<file path="src/rtl/irq_pkg.sv">
package irq_pkg;
  localparam int NUM_EVT   = 25;
  localparam int TXB_BIT   = 0;
  localparam int TXF_BIT   = 1;
  localparam int RXB_BIT   = 2;
  localparam int RXF_BIT   = 3;
  localparam int ERR_LO    = 4;
  localparam int NUM_PATH  = 2;   // 0: transmit, 1: receive
  localparam int FRM_W     = 8;
  localparam int TMR_W     = 16;
  localparam int CFG_EN_POS  = 31;
  localparam int CFG_FRM_LSB = 16;
  localparam int CFG_TMR_LSB = 0;

  // Offset index (addr[3:2])
  localparam logic [1:0] SEL_EVT  = 2'd0;
  localparam logic [1:0] SEL_MASK = 2'd1;
  localparam logic [1:0] SEL_TXC  = 2'd2;
  localparam logic [1:0] SEL_RXC  = 2'd3;

  localparam logic [NUM_EVT-1:0] ERR_GROUP = {{(NUM_EVT-ERR_LO){1'b1}}, {ERR_LO{1'b0}}};

  typedef struct packed {
    logic             en;
    logic [FRM_W-1:0] frm_thr;
    logic [TMR_W-1:0] tmr_thr;
  } coal_cfg_t;
endpackage

</file>
<file path="src/rtl/irq_event_reg.sv">
module irq_event_reg #(
  parameter int N = 25
) (
  input  logic         clk,
  input  logic         rst,
  input  logic [N-1:0] set_i,
  input  logic [N-1:0] clr_i,
  output logic [N-1:0] q_o
);
  // Set wins over clear so that no event is lost.
  always_ff @(posedge clk) begin
    if (rst) q_o <= '0;
    else     q_o <= (q_o & ~clr_i) | set_i;
  end

  assert_sticky_set_R1: assert property (@(posedge clk) disable iff (rst)
    (set_i != '0) |=> ((q_o & $past(set_i)) == $past(set_i)));

  assert_hold_unless_cleared_R2: assert property (@(posedge clk) disable iff (rst)
    1'b1 |=> (($past(q_o) & ~$past(clr_i) & ~q_o) == '0));

  assert_clear_takes_R2: assert property (@(posedge clk) disable iff (rst)
    ((clr_i & ~set_i) != '0) |=> ((q_o & $past(clr_i & ~set_i)) == '0));
endmodule

</file>
<file path="src/rtl/irq_coalesce.sv">
module irq_coalesce #(
  parameter int FRM_W = 8,
  parameter int TMR_W = 16
) (
  input  logic             clk,
  input  logic             rst,
  input  logic             en_i,
  input  logic [FRM_W-1:0] frm_thr_i,
  input  logic [TMR_W-1:0] tmr_thr_i,
  input  logic             pulse_i,      // raw frame-complete pulse
  input  logic             frame_bit_i,  // latched frame event bit
  output logic             release_o
);
  logic [FRM_W-1:0] cnt_q, cnt_base, cnt_n, thr_eff;
  logic [TMR_W-1:0] tmr_q, tmr_base, tmr_n;
  logic             met_q, met_base, met_n;
  logic [FRM_W:0]   cnt_sum;
  logic [TMR_W:0]   tmr_sum;

  always_comb begin
    // A cleared frame bit restarts the unit.
    cnt_base = frame_bit_i ? cnt_q : '0;
    tmr_base = frame_bit_i ? tmr_q : '0;
    met_base = frame_bit_i & met_q;
    thr_eff  = (frm_thr_i == '0) ? FRM_W'(1) : frm_thr_i;
    cnt_sum  = {1'b0, cnt_base} + {{FRM_W{1'b0}}, pulse_i};
    tmr_sum  = {1'b0, tmr_base} + {{TMR_W{1'b0}}, 1'b1};
    cnt_n    = cnt_base;
    tmr_n    = tmr_base;
    met_n    = met_base;
    if (!en_i) begin
      cnt_n = '0;
      tmr_n = '0;
      met_n = 1'b0;
    end else if (!met_base) begin
      if (pulse_i && (cnt_sum >= {1'b0, thr_eff})) begin
        met_n = 1'b1;
        cnt_n = '0;
        tmr_n = '0;
      end else if ((cnt_base != '0) && (tmr_thr_i != '0) &&
                   (tmr_sum >= {1'b0, tmr_thr_i})) begin
        met_n = 1'b1;
        cnt_n = '0;
        tmr_n = '0;
      end else begin
        cnt_n = cnt_sum[FRM_W-1:0];
        tmr_n = (cnt_base != '0) ? tmr_sum[TMR_W-1:0] : '0;
      end
    end
  end

  always_ff @(posedge clk) begin
    if (rst) begin
      cnt_q <= '0;
      tmr_q <= '0;
      met_q <= 1'b0;
    end else begin
      cnt_q <= cnt_n;
      tmr_q <= tmr_n;
      met_q <= met_n;
    end
  end

  assign release_o = ~en_i | met_q;

  assert_release_has_frame_R9: assert property (@(posedge clk) disable iff (rst)
    $rose(met_q) |-> frame_bit_i);

  assert_disabled_idle_R6: assert property (@(posedge clk) disable iff (rst)
    !en_i |=> !met_q);

  assert_restart_on_clear_R11: assert property (@(posedge clk) disable iff (rst)
    (!frame_bit_i && !pulse_i) |=> (!met_q && cnt_q == '0));
endmodule

</file>
<file path="src/rtl/irq_group_out.sv">
module irq_group_out
  import irq_pkg::*;
(
  input  logic               clk,
  input  logic               rst,
  input  logic [NUM_EVT-1:0] evt_q_i,
  input  logic [NUM_EVT-1:0] mask_i,
  input  logic [NUM_PATH-1:0] rel_i,
  output logic               irq_tx_o,
  output logic               irq_rx_o,
  output logic               irq_err_o
);
  logic [NUM_EVT-1:0] act;
  assign act = evt_q_i & mask_i;

  always_ff @(posedge clk) begin
    if (rst) begin
      irq_tx_o  <= 1'b0;
      irq_rx_o  <= 1'b0;
      irq_err_o <= 1'b0;
    end else begin
      irq_tx_o  <= act[TXB_BIT] | (act[TXF_BIT] & rel_i[0]);
      irq_rx_o  <= act[RXB_BIT] | (act[RXF_BIT] & rel_i[1]);
      irq_err_o <= |(act & ERR_GROUP);
    end
  end

  assert_tx_negate_R6: assert property (@(posedge clk) disable iff (rst)
    (!evt_q_i[TXB_BIT] && !evt_q_i[TXF_BIT]) |=> !irq_tx_o);

  assert_rx_negate_R7: assert property (@(posedge clk) disable iff (rst)
    (!evt_q_i[RXB_BIT] && !evt_q_i[RXF_BIT]) |=> !irq_rx_o);

  assert_err_negate_R8: assert property (@(posedge clk) disable iff (rst)
    ((evt_q_i & mask_i & ERR_GROUP) == '0) |=> !irq_err_o);

  assert_masked_silent_R5: assert property (@(posedge clk) disable iff (rst)
    (mask_i == '0) |=> (!irq_tx_o && !irq_rx_o && !irq_err_o));
endmodule

</file>
<file path="src/rtl/grouped_irq_ctrl.sv">
module grouped_irq_ctrl
  import irq_pkg::*;
#(
  parameter int DATA_W = 32,
  parameter int ADDR_W = 4
) (
  input  logic               clk,
  input  logic               rst,
  input  logic [NUM_EVT-1:0] evt_in,
  input  logic               wr_en,
  input  logic               rd_en,
  input  logic [ADDR_W-1:0]  addr,
  input  logic [DATA_W-1:0]  wdata,
  output logic [DATA_W-1:0]  rdata,
  output logic               irq_tx,
  output logic               irq_rx,
  output logic               irq_err
);
  localparam int SEL_LSB = 2;

  logic [1:0]          sel;
  logic [NUM_EVT-1:0]  evt_q, mask_q, clr;
  coal_cfg_t           cfg_q [NUM_PATH];
  logic [NUM_PATH-1:0] frm_pulse, frm_bit, rel;
  logic [DATA_W-1:0]   rd_mux;
  logic                unused_bits;

  assign sel         = addr[SEL_LSB +: 2];
  assign unused_bits = ^{wdata, addr};
  assign clr         = (wr_en && sel == SEL_EVT) ? wdata[NUM_EVT-1:0] : '0;

  irq_event_reg #(.N(NUM_EVT)) u_evt (
    .clk(clk), .rst(rst), .set_i(evt_in), .clr_i(clr), .q_o(evt_q)
  );

  always_ff @(posedge clk) begin
    if (rst) begin
      mask_q <= '0;
      for (int p = 0; p < NUM_PATH; p++) cfg_q[p] <= '0;
    end else if (wr_en) begin
      if (sel == SEL_MASK) mask_q <= wdata[NUM_EVT-1:0];
      for (int p = 0; p < NUM_PATH; p++) begin
        if (sel == ((p == 0) ? SEL_TXC : SEL_RXC)) begin
          cfg_q[p].en      <= wdata[CFG_EN_POS];
          cfg_q[p].frm_thr <= wdata[CFG_FRM_LSB +: FRM_W];
          cfg_q[p].tmr_thr <= wdata[CFG_TMR_LSB +: TMR_W];
        end
      end
    end
  end

  assign frm_pulse = {evt_in[RXF_BIT], evt_in[TXF_BIT]};
  assign frm_bit   = {evt_q[RXF_BIT],  evt_q[TXF_BIT]};

  for (genvar g = 0; g < NUM_PATH; g++) begin : g_coal
    irq_coalesce #(.FRM_W(FRM_W), .TMR_W(TMR_W)) u_coal (
      .clk(clk), .rst(rst),
      .en_i(cfg_q[g].en), .frm_thr_i(cfg_q[g].frm_thr), .tmr_thr_i(cfg_q[g].tmr_thr),
      .pulse_i(frm_pulse[g]), .frame_bit_i(frm_bit[g]), .release_o(rel[g])
    );
  end

  irq_group_out u_out (
    .clk(clk), .rst(rst), .evt_q_i(evt_q), .mask_i(mask_q), .rel_i(rel),
    .irq_tx_o(irq_tx), .irq_rx_o(irq_rx), .irq_err_o(irq_err)
  );

  function automatic logic [DATA_W-1:0] pack_cfg(input coal_cfg_t c);
    logic [DATA_W-1:0] v;
    v = '0;
    v[CFG_EN_POS]              = c.en;
    v[CFG_FRM_LSB +: FRM_W]    = c.frm_thr;
    v[CFG_TMR_LSB +: TMR_W]    = c.tmr_thr;
    return v;
  endfunction

  always_comb begin
    case (sel)
      SEL_EVT:  rd_mux = DATA_W'(evt_q);
      SEL_MASK: rd_mux = DATA_W'(mask_q);
      SEL_TXC:  rd_mux = pack_cfg(cfg_q[0]);
      default:  rd_mux = pack_cfg(cfg_q[1]);
    endcase
  end

  always_ff @(posedge clk) begin
    if (rst)        rdata <= '0;
    else if (rd_en) rdata <= rd_mux;
  end

  assert_reserved_zero_R4: assert property (@(posedge clk) disable iff (rst)
    (rd_en && (sel == SEL_EVT || sel == SEL_MASK)) |=> (rdata[DATA_W-1:NUM_EVT] == '0));
endmodule

</file>
<file path="config.mk">
export PLATFORM = sky130hd
export DESIGN_NAME = grouped_irq_ctrl
export DESIGN_NICKNAME = d
export VERILOG_FILES = /design/src/rtl/irq_pkg.sv /design/src/rtl/irq_event_reg.sv /design/src/rtl/irq_coalesce.sv /design/src/rtl/irq_group_out.sv /design/src/rtl/grouped_irq_ctrl.sv
export SDC_FILE = /design/constraint.sdc
export NUM_CORES = 1
export LEC_CHECK = 0
export BUFFER_PORTS_ARGS = -buffer_cell sky130_fd_sc_hd__buf_4
export CORE_ASPECT_RATIO = 0.75
export CORE_UTILIZATION = 54
export CTS_CLUSTER_SIZE = 8
export DETAILED_ROUTE_END_ITERATION = 16
export MAX_ROUTING_LAYER = met4
export PLACE_DENSITY_LB_ADDON = 0.2
export SLEW_MARGIN = 15
export SYNTH_ARGS = -nofsm -noshare
export SYNTH_HDL_FRONTEND = slang
export SYNTH_SLANG_ARGS = --single-unit
</file>
<file path="constraint.sdc">
create_clock -name clk -period 3.7 [get_ports clk]
set_input_delay 0.74 -clock clk [delete_from_list [all_inputs] [get_ports clk]]
set_output_delay 0.74 -clock clk [all_outputs]
set_load 0.005 [all_outputs]
</file>
### After elaboration in Yosys (flattened, before gate mapping)

Memory sizes are Yosys's and may differ from the RTL's.
Cells that the tools add are included.

* register bits: 135
* bits in writable memories: 50
* memories: 1
* output and inout port bits: 35
* input port bits: 65
* logic and storage cells: 106

Memory list
* cfg_q: depth 2, bits a word 25, read ports 2, clocked after memory_dff 0, write ports 2, RTL line grouped_irq_ctrl.sv:23 `coal_cfg_t cfg_q [NUM_PATH];`

* magnitude comparators: 4
* reduce and logical (&&, ||, !) cells: 18
* eq/ne operators: 3
* bitwise operators: 20
* mux-type cells: 44
* add/subtract/negate cells: 4

Operators by type and width (count)
* $mux W16: 12
* $mux W8: 12
* $pmux W32 S3: 1
* $and A25 B25 Y25: 2
* $add A16 B1 Y17 const B: 2
* $ge A17 B16 Y1: 2
* $reduce_bool A16 Y1: 2
* $mux W25: 1
* $not A25 Y25: 1
* $or A25 B25 Y25: 1
* $reduce_or A21 Y1: 1
* $add A8 B1 Y9: 2
* $ge A9 B8 Y1: 2
* $mux W1: 18
* $logic_not A8 Y1: 2
* $reduce_bool A8 Y1: 2
* $or A1 B1 Y1: 10
* $logic_and A1 B1 Y1: 7
* $and A1 B1 Y1: 4
* $eq A2 B2 Y1 const B: 2
* $reduce_or A2 Y1: 2
* $eq A2 B1 Y1 const B: 1
* $logic_not A2 Y1: 1
* $not A1 Y1: 2
* $reduce_and A2 Y1: 1

### Depth between registers and ports, before layout

* depth after elaboration: 7
* depth in mapped cells: 21
* mapped depth without buffers: 17

### By module

Synthesis repeated with hierarchy kept, for this count alone.

* cell total of the unflattened synthesis: 1023
* area, all modules: 10050.9 µm²

Modules (own cells, without submodules)
* grouped_irq_ctrl: seq. area each 2522.4 µm², cells each 373, instances 1, area each 4509.3 µm²
* irq_coalesce at g_coal[0].u_coal: seq. area each 500.5 µm², cells each 267, instances 1, area each 2197.1 µm²
* irq_coalesce at g_coal[1].u_coal: seq. area each 500.5 µm², cells each 258, instances 1, area each 2153.3 µm²
* irq_event_reg: seq. area each 500.5 µm², cells each 103, instances 1, area each 1002.2 µm²
* irq_group_out: seq. area each 60.1 µm², cells each 22, instances 1, area each 188.9 µm²

### Worst setup path after synthesis

OpenSTA, ideal clock, no wires.

* path type: register -> register
* from: reg u_evt.q_o[3]
* to: reg g_coal[1].u_coal.tmr_q[9]
* arrival: 3.878 ns
* slack: -0.236 ns
* path buffers: 4
* period minus slack after synthesis: 3.936 ns
* setup time: 0.059 ns
* stages on the path, launching flop included: 21
* data required time: 3.641 ns
* cells stage by stage: dfxtp_1 -> buf_2 -> clkbuf_1 -> clkbuf_1 -> nand2_1 -> inv_1 -> ha_1 -> nand3_1 -> nor3_1 -> nand2_1 -> nor3_1 -> xor2_1 -> and2_1 -> ha_1 -> nand4_1 -> nor2_1 -> o22ai_1 -> a31oi_1 -> nor3_2 -> buf_2 -> a22o_1

* word-level cells in the longest chain between the ends: 7
* elaborated cells between the ends (all ways): 15
* classes of those cells: 2 x add/sub; 2 x order compare; 6 x mux; 1 x bitwise; 4 x reduce/logical

Ends and longest elaborated chain
* start, declared: RTL line irq_event_reg.sv:8 `output logic [N-1:0] q_o`
* start signal, assigned: RTL line irq_event_reg.sv:13 `else q_o <= (q_o & ~clr_i) | set_i;`
* $mux W16 / $mux W8 (equally long branches): RTL line irq_coalesce.sv:23, irq_coalesce.sv:22
* $add A16 B1 Y17 / $reduce_bool A8 Y1 (equally long branches): RTL line irq_coalesce.sv:27, irq_coalesce.sv:40, irq_coalesce.sv:47
* $ge A17 B16 Y1 / $logic_and A1 B1 Y1 (equally long branches): RTL line irq_coalesce.sv:41, irq_coalesce.sv:40
* $logic_and A1 B1 Y1: RTL line irq_coalesce.sv:40 `end else if ((cnt_base != '0) && (tmr_thr_i != '0) &&`
* $mux W16: RTL line irq_coalesce.sv:40
* $mux W16: RTL line irq_coalesce.sv:36 `if (pulse_i && (cnt_sum >= {1'b0, thr_eff})) begin`
* $mux W16 *: RTL line irq_coalesce.sv:35 `end else if (!met_base) begin`
* end signal, assigned: RTL line irq_coalesce.sv:59 `tmr_q <= tmr_n;`
* end, declared: RTL line irq_coalesce.sv:15 `logic [TMR_W-1:0] tmr_q, tmr_base, tmr_n;`

Mark *: on every way between the ends. The rest lies on a longest branch, timed or not.
A chain may end at the register's enable or synchronous reset.

### Final worst setup path

* from: reg u_evt.q_o[3]
* to: reg g_coal[1].u_coal.tmr_q[8]

Same word-level chain as after synthesis.

==> impl_metrics.env <==
export IMPL_power_density_nw_per_um2=407
export IMPL_crit_buf_inv=3
export IMPL_drv_slew=0
export IMPL_grt_pass1_wl_um=40100
export IMPL_finalSetupTns_ns=0
export IMPL_cts_root_buffer_cell="clkbuf_16"
export IMPL_setup_viol_count_final=0
export IMPL_tightestPinTransition_ns=0.816
export IMPL_io_buffers=85
export IMPL_synth_cells=1003
export IMPL_vias=7806
export IMPL_path_clk_slew_ns=0.07
export IMPL_fillers=1377
export IMPL_finish_net_count=1203
export IMPL_cts_buffer_depth=2
export IMPL_yosysUniqueCellTypes=66
export IMPL_final_common_cell="nand2_1"
export IMPL_totalPowerFinal_mw=4.47
export IMPL_setup_worst_path_class="reg -> reg"
export IMPL_synth_main_ff_cell="dfxtp_1"
export IMPL_endpoint="g_coal[1].u_coal.tmr_q[8]"
export IMPL_clk_latency_ns=0.44
export IMPL_grt_usage=0.304
export IMPL_synthToLayoutAreaGrowth_pct=16.8
export IMPL_hold_class="reg -> reg"
export IMPL_synth_area_um2=9400
export IMPL_dp_cells=1280
export IMPL_cp_start_kind="register"
export IMPL_diodes=0
export IMPL_yosysSeqAreaShare=0.434
export IMPL_overflow=0
export IMPL_drtAntennaViolNets=0
export IMPL_cp_required_ns=4.06
export IMPL_fin_crit_sh=0.963
export IMPL_io_pin_count=100
export IMPL_cts_made_buffers=17
export IMPL_htreeDepth=4
export IMPL_fp_row_count=41
export IMPL_endpoint_kind="register"
export IMPL_cts_sinks=179
export IMPL_tritoncts="built"
export IMPL_use_met2=0.455
export IMPL_reg2reg_from="u_evt.q_o[3]"
export IMPL_antenna_found_initial=0
export IMPL_final_cell_mix="138 x nand2_1, 128 x dfxtp_1, 108 x buf_4, 91 x nor2_1, 62 x a21oi_1"
export IMPL_grt_max_degree=56
export IMPL_layout_min_cycle_time_ns=3.56
export IMPL_drcViolationCount=0
export IMPL_status="finished, final reports clean"
export IMPL_crit_family="compound AO/OA/AOI/OAI gates"
export IMPL_r2r_end="g_coal[1].u_coal.tmr_q[8]"
export IMPL_grt_busiest_layer="met2"
export IMPL_firstDrtPassIters=5
export IMPL_routed_wl_um=25200
export IMPL_use_met3=0.0638
export IMPL_drv_cap=0
export IMPL_globalplace_congestion=0.871
export IMPL_grt_util_met1=0.431
export IMPL_avgSynthCellArea_um2=9.37
export IMPL_relSlewSlack=0.456
export IMPL_die_area_um2=17900
export IMPL_ys_async_sr_fraction=0
export IMPL_cp_arrival_ns=3.92
export IMPL_drive_gt1_frac=0.176
export IMPL_grt_pass1_vias=7312
export IMPL_dpl_hpwl_um=17800
export IMPL_fin_skew_ns=0.0119
export IMPL_stdcell_count=1312
export IMPL_ys_ff_latch=179
export IMPL_crit_slowest_cell="o41a_1"
export IMPL_startpoint="u_evt.q_o[3]"
export IMPL_post_drt_wl_per_cell_um=19.2
export IMPL_rrSetupSlack_ns=0.14
export IMPL_holdWs_ns=0.473
export IMPL_synth_edf_count=50
export IMPL_final_core_util=0.648
export IMPL_via_per_inst=5.95
export IMPL_core_um2=16900
export IMPL_r2r_cells=17
export IMPL_dr_first_iter_drc_count=923
export IMPL_initial_utilization=0.555
export IMPL_max_freq_mhz=281
export IMPL_leakagePower_nw=4.67
export IMPL_cp_num_cells=17
export IMPL_critPathMaxStageDelay_ns=0.45
export IMPL_chipWidth_um=154
export IMPL_die_h_um=116
export IMPL_yosys_warnings=0
export IMPL_crit_chain="buf_4 > nand2_1 > inv_1 > ha_1 > nand3_1 > nor3_2 > buf_4 > nand3_1 > xnor2_1 > and2_1 > ha_1 > a211oi_1 > o21ai_0 > o211ai_1 > a31oi_4 > o41a_1 > mux2i_1"
export IMPL_vdd_drop_max_uv=295
export IMPL_hold_violations=0
export IMPL_crit_fanout=10
[flip-flops by register name, indices dropped and copies added (netlist names)]
name	count
u_evt.q_o	25
g_coal.u_coal.cnt_q	16
rdata	26
mask_q	25
g_coal.u_coal.met_q	2
u_out.irq_err_o	1
u_out.irq_rx_o	1
cfg_q	50
g_coal.u_coal.tmr_q	32
u_out.irq_tx_o	1
[tightest hold or removal path: cells and delay by family (launching register included)]
kind               cells  cell delay (ns)
DFF                    1             0.32
and+or+nand+nor        1             0.05
AOI/OAI and AO/OA      1             0.05
[metal layers]
layer | vias up | share of wire
met3 | 19 | 0.092
met5 | - | 0
met1 | 3704 | 0.46
li1 | 3709 | -
met4 | 0 | 0.0076
met2 | 374 | 0.44
[timing repair]
item	4_1_cts	5_1_grt
endpoints found under the setup margin	0	47
buffers inserted	0	0
hold buffers	0	0
gates resized for setup	0	14
[area by class of cell]
cell class / instances / area, µm² / share of cell area
Multi-Input combinational cell: 719 / 4980 / 0.453
Sequential cell: 179 / 4090 / 0.372
Timing Repair Buffer: 110 / 851 / 0.0775
Clock buffer: 18 / 429 / 0.0391
Tap cell: 215 / 269 / 0.0245
Inverter: 57 / 214 / 0.0195
Clock inverter: 14 / 153 / 0.0139
[how the worst min path moves through the flow]
stage                               from                        end  slack, ns  depth (start not counted)
2_1_floorplan  g_coal[0].u_coal.tmr_q[1]  g_coal[0].u_coal.tmr_q[1]       0.44                          2
3_3_place_gp                   mask_q[3]                  mask_q[3]       0.46                          2
3_5_place_dp                  mask_q[13]                 mask_q[13]       0.46                          2
4_1_cts                       mask_q[13]                 mask_q[13]       0.47                          2
5_1_grt                        mask_q[8]                  mask_q[8]       0.50                          2
6_report                      mask_q[13]                 mask_q[13]       0.47                          2
[power by group]
group          switching (mW)  internal (mW)  total (mW)
Combinational           0.244          0.203       0.447
Sequential             0.0879           2.11        2.20
Clock                   0.817           1.00        1.82
Total                    1.15           3.32        4.47
[cell usage after synthesis (24+ instances only)]
| library cell | n | area, µm² |
|---|---|---|
| a21oi_1 | 62 | 310 |
| a22o_1 | 26 | 228 |
| and2_1 | 45 | 282 |
| and3_1 | 28 | 175 |
| clkbuf_1 | 36 | 135 |
| dfxtp_1 | 129 | 2580 |
| edfxtp_1 | 50 | 1500 |
| ha_1 | 54 | 676 |
| inv_1 | 57 | 214 |
| mux2i_1 | 27 | 270 |
| mux4_2 | 24 | 541 |
| nand2_1 | 138 | 518 |
| nand3_1 | 38 | 190 |
| nor2_1 | 94 | 353 |
| xnor2_1 | 24 | 210 |
[metrics by stage]
stage / area, µm² / worst slack, ns
finish: 11000 / 0.136
floorplan: 9430 / 0.0296
detailed placement: 10300 / -0.0873
CTS: 10900 / 0.0946
global route: 11000 / -0.0151
global placement: 10300 / -0.0557
[kinds of logic after synthesis]
| kind of cell | after synthesis | synth area share |
|---|---|---|
| AO/OA/AOI/OAI | 167 | 0.119 |
| AND/OR/NAND/NOR | 405 | 0.207 |
| flip-flops | 179 | 0.434 |
| other | 1 | 0.000399 |
| adder cells (fa/ha/maj) | 54 | 0.0719 |
| XOR/XNOR | 35 | 0.0326 |
| multiplexers | 52 | 0.0874 |
| buffers and inverters | 110 | 0.0479 |
Note: power is estimated with default switching activity, not from simulation.
